[src/rtl/pfr_pkg.sv]
package pfr_pkg;
  typedef enum logic [1:0] {
    ST_FAIL = 2'd0,
    ST_HOLD = 2'd1,
    ST_RUN  = 2'd2,
    ST_PB   = 2'd3
  } pfr_state_e;
endpackage

[src/rtl/pfr_sync.sv]
module pfr_sync #(
  parameter int   STAGES  = 2,
  parameter logic RST_VAL = 1'b1
) (
  input  logic clk,
  input  logic rst_n,
  input  logic d,
  output logic q
);
  logic [STAGES-1:0] chain;

  generate
    for (genvar i = 0; i < STAGES; i++) begin : g_stage
      always_ff @(posedge clk or negedge rst_n) begin
        if (!rst_n) chain[i] <= RST_VAL;
        else if (i == 0) chain[i] <= d;
        else chain[i] <= chain[(i == 0) ? 0 : i-1];
      end
    end
  endgenerate

  assign q = chain[STAGES-1];
endmodule

[src/rtl/pfr_tick_cnt.sv]
module pfr_tick_cnt #(
  parameter int W = 8
) (
  input  logic         clk,
  input  logic         rst_n,
  input  logic         clr,
  input  logic         tick,
  input  logic [W-1:0] target,
  output logic [W-1:0] count,
  output logic         hit
);
  assign hit = tick && !clr && (count == target - W'(1));

  always_ff @(posedge clk or negedge rst_n) begin
    if (!rst_n)     count <= '0;
    else if (clr)   count <= '0;
    else if (hit)   count <= '0;
    else if (tick)  count <= count + W'(1);
  end
endmodule

[src/rtl/pfr_reset_ctl.sv]
module pfr_reset_ctl
  import pfr_pkg::*;
#(
  parameter int HOLD_TICKS      = 6000,
  parameter int DEBOUNCE_TICKS  = 6000,
  parameter int OSC_START_TICKS = 32768,
  parameter int SYNC_STAGES     = 2
) (
  input  logic clk,
  input  logic rst_n,
  input  logic tick_en,
  input  logic supply_ok,
  input  logic osc_cold,
  input  logic pin_in,
  output logic rst_drive_n,
  output logic bus_en
);
  localparam int HW = $clog2(HOLD_TICKS + OSC_START_TICKS + 1);
  localparam int DW = $clog2(DEBOUNCE_TICKS + 1);
  localparam logic [HW-1:0] HOLD_N = HW'(HOLD_TICKS);
  localparam logic [HW-1:0] COLD_N = HW'(HOLD_TICKS + OSC_START_TICKS);
  localparam logic [DW-1:0] DB_N   = DW'(DEBOUNCE_TICKS);

  pfr_state_e    state, state_nx;
  logic [HW-1:0] hold_tgt;
  logic [HW-1:0] hold_cnt;
  logic          hold_hit;
  logic [DW-1:0] db_count;
  logic          db_hit;
  logic          pin_s;
  logic          drv_q;
  logic          armed;

  // pin sense and own-drive history share the same latency
  pfr_sync #(.STAGES(SYNC_STAGES), .RST_VAL(1'b1)) u_pin_sync (
    .clk(clk), .rst_n(rst_n), .d(pin_in), .q(pin_s)
  );
  pfr_sync #(.STAGES(SYNC_STAGES), .RST_VAL(1'b0)) u_drv_sync (
    .clk(clk), .rst_n(rst_n), .d(rst_drive_n), .q(drv_q)
  );

  assign armed = (state == ST_RUN) && drv_q;

  pfr_tick_cnt #(.W(HW)) u_hold (
    .clk(clk), .rst_n(rst_n),
    .clr((state != ST_HOLD) && (state != ST_PB)),
    .tick(tick_en), .target(hold_tgt),
    .count(hold_cnt), .hit(hold_hit)
  );

  pfr_tick_cnt #(.W(DW)) u_debounce (
    .clk(clk), .rst_n(rst_n),
    .clr(!armed || pin_s),
    .tick(tick_en), .target(DB_N),
    .count(db_count), .hit(db_hit)
  );

  always_comb begin
    state_nx = state;
    unique case (state)
      ST_FAIL: if (supply_ok) state_nx = ST_HOLD;
      ST_HOLD: if (!supply_ok) state_nx = ST_FAIL;
               else if (hold_hit) state_nx = ST_RUN;
      ST_RUN:  if (!supply_ok) state_nx = ST_FAIL;
               else if (db_hit) state_nx = ST_PB;
      ST_PB:   if (!supply_ok) state_nx = ST_FAIL;
               else if (hold_hit) state_nx = ST_RUN;
      default: state_nx = ST_FAIL;
    endcase
  end

  always_ff @(posedge clk or negedge rst_n) begin
    if (!rst_n) begin
      state    <= ST_FAIL;
      hold_tgt <= HOLD_N;
    end else begin
      state <= state_nx;
      if (state == ST_FAIL && state_nx == ST_HOLD)
        hold_tgt <= osc_cold ? COLD_N : HOLD_N;
      else if (state == ST_RUN && state_nx == ST_PB)
        hold_tgt <= HOLD_N;
    end
  end

  assign rst_drive_n = supply_ok && (state == ST_RUN);
  assign bus_en      = rst_drive_n;
endmodule

[config.mk]
export PLATFORM = sky130hd
export DESIGN_NAME = pfr_reset_ctl
export DESIGN_NICKNAME = d
export VERILOG_FILES = /design/src/rtl/pfr_pkg.sv /design/src/rtl/pfr_sync.sv /design/src/rtl/pfr_tick_cnt.sv /design/src/rtl/pfr_reset_ctl.sv
export SDC_FILE = /design/constraint.sdc
export NUM_CORES = 1
export LEC_CHECK = 0
export BUFFER_PORTS_ARGS = -buffer_cell sky130_fd_sc_hd__buf_2
export CAP_MARGIN = 20
export CORE_MARGIN = 3
export CORE_UTILIZATION = 55
export CTS_CLUSTER_DIAMETER = 150
export DETAILED_ROUTE_END_ITERATION = 10
export HOLD_SLACK_MARGIN = 0.02
export PLACE_DENSITY = 0.68
export SLEW_MARGIN = 5
export SYNTH_ARGS = -nofsm -noshare
export SYNTH_HDL_FRONTEND = slang
export SYNTH_SLANG_ARGS = --single-unit
export TNS_END_PERCENT = 1
[constraint.sdc]
create_clock -name clk -period 2.4 [get_ports clk]
set_input_delay 0.24 -clock clk [delete_from_list [all_inputs] [get_ports clk]]
set_output_delay 0.24 -clock clk [all_outputs]
set_load 0.01 [all_outputs]
==> results.md <==
* CP arrival at 2.40 ns
* Total negative slack at 0 ns
* Area Growth Syn to Fin at 7.85%
* All-Layer GR Usage at 0.211
* CTS-repair resized insts at 0
* Initial core utilization at 0.596
* Root Driver: clkbuf_4
* Post-CTS Setup Bufs at 0
* Cells after synthesis at 197
* Routed Antenna Nets at 0
* Primary FF master, synth: dfrtp_1
* Tightest Hold Check Type: in2reg
* Die Ht at 64.5 um
* Critical path startpoint category: flop
* Wire per inst at 15.1 um
* Slew Limit Fails at 0
* First-pass GRT wire length at 6740 um
* Post-synthesis cell area at 1880 um^2
* Setup WS post-layout at 0.233 ns
* CTS tree: yes
* Reg area at 903 um^2
* Final setup viols at 0
* LEAKAGE at 0.885 nW
* Syn Area/Cell at 9.55 um^2
* Die W at 64.5 um
* Grt total ovfl at 0
* Antenna cells at 0
* Vias per std cell at 6.18
* Clock sinks at 36
* Final hold viol count at 0
* Fmax at 462 MHz
* Critical-path maximum fanout at 18
* Layout cell share with drive strength beyond 1 at 0.128
* First drt pass iteration count at 5
* Largest net degree at the start of global routing at 37
* Site Rows at 20
* HP Start: supply_ok
* 1st-iter DRT viols at 138
* Clock slew at reported path FFs at 0.10 ns
* CP endpoint kind: flop
* Syn_nets at 205
* Tightest Pin Transition at 0.787 ns
* Worst Setup SP: u_debounce.count[4]
* RSZ-0062 raised after global routing: no
* DPL Wire Length at 2730 um
* Commonest cells post-synth: dfrtp_1, nand2_1, nand3_1
* Max Root-Sink Buffers at 2
* Async S/R FF share, synth at 1.00
* Io pins at 8
* Fin nets at 218
* Yosys cell types at 48
* Post-route DRC at 0
* Worst IR Drop VDD at 0.000398 V
* Core area at 3150 um^2
* Worst Path Required at 2.63 ns
* # hold bufs at CTS at 2
* Top cell type's share of synthesized area at 0.452
* DP Worst Slack at 0.269 ns
* CTS Buf Count at 5
* Clock latency on the worst-skew pair at 0.34 ns
* Post-layout min period at 2.17 ns
* Crit path kind: reg2reg
* Register bit count reported by yosys at 36
* Area contributors post-synth: dfrtp_1, nand3_1, nand2_1, a31oi_1, a21oi_1
* Most frequent cell after synthesis: dfrtp_1
* P per Cell Area at 497 nW/um^2
* Yosys warnings at 0
* Final core occ at 0.643
* Total of max-cap violations at 0
* Area of the multi-input gates at 915 um^2
* Vias in the first global route at 1454
* Die area at 4160 um^2
* Cell taking the most area after synthesis: dfrtp_1
* Clk_skew at 0.00563 ns
* Slew margin rel. at 0.476
* Fillers at 280
* IO Port Bufs at 7
* Via count at 1576
* R2R Path Start: u_debounce.count[4]
* Post-synth EDFFs at 0
* Routability cong. at 0.852
* Register area share after synthesis at 0.480
* Period utilisation layout at 0.903
* H-tree depth at 2
* Result of the run: completed
* Total power at 0.00101 W
* Initial antenna violation count at 0
* Total Routed Length at 3840 um
==> layout by cell type (no fill, tap or decap), drive strengths merged, types with 2 or more instances in the layout <==
master and count:
nand2b 2, nand3 20, or3 3, a21oi 11, o21a 2, and2 2
dfstp 2, or4 2, clkbuf 7, inv 6, dfrtp 34, nor3 8
buf 9, mux2 2, a31oi 9, ha 2, dlygate4sd3 2, nor2 11
and3 7, mux2i 3, nand4 8, o21ai 9, a22o 3, nand2 25
xor2 2
==> routing by layer <==
metal,vias to the layer above,wire length [um],track usage,share of wire
met4,0,70,0.0792,0.018
met2,49,1740,0.304,0.45
li1,758,-,-,-
met1,761,1800,0.304,0.47
met5,-,0,0,0
met3,8,229,0.0589,0.060
==> sequential cells by signal, summed over array words and instances, names as in the netlist <==
signal / cells
state: 2
u_pin_sync.chain: 1
u_drv_sync.chain: 1
u_hold.count: 16
u_debounce.count: 13
u_pin_sync.q: 1
u_drv_sync.q: 1
hold_tgt: 1
==> cell type report <==
type | instances | share of cell area
multi-input cells | 150 | 0.451
flip-flops and latches | 36 | 0.445
repair buffers | 11 | 0.0345
clock buffers | 7 | 0.0271
well taps | 44 | 0.0271
inverters | 6 | 0.0111
clock inverters | 1 | 0.00370
==> through the flow <==
step / area [um^2] / hold WS, ns / instances
floorplan: 1880 / -0.0556 / 197
global placement: 1950 / 0.331 / 245
detailed placement: 1950 / 0.346 / 245
CTS: 2030 / 0.149 / 255
global route: 2030 / 0.131 / 255
finish: 2030 / 0.165 / 255
==> cells by family (layout without fill, tap and decap cells) <==
kind of cell	after synthesis	count (layout)	share of synthesized area
mux	5	5	0.0279
buf+inv	11	25	0.0333
xor+xnor	3	3	0.0140
compound gates	44	44	0.152
flops	36	36	0.480
simple gates	96	96	0.279
fa+ha+maj	2	2	0.0133
==> where the power goes <==
| group | switching (W) | internal, W | total (W) |
|---|---|---|---|
| logic | 0.0000332 | 0.0000176 | 0.0000509 |
| clock network | 0.000192 | 0.000143 | 0.000336 |
| registers | 0.00000738 | 0.000615 | 0.000622 |
==> worst paths after layout <==
kind / slack [ns] / to / depth (start not counted)
worst min-delay path: 0.16 / state[1] / 2
max in group asynchronous: 1.39 / u_hold.count[14] / 2
worst max-delay path: 0.23 / u_debounce.count[12] / 5
worst min register to register: 0.36 / u_pin_sync.q / 0
worst max register to register: 0.23 / u_debounce.count[12] / 5
min in group asynchronous: 0.52 / u_debounce.count[11] / 2
==> critical path, stage by stage, from the launching register on <==
cell	delay (ns)
dfrtp_1	0.45
or4b_4	0.57
nor4_4	0.46
nor2_4	0.16
a21o_1	0.19
a22o_1	0.22
Power figures use the tool's default switching activity.
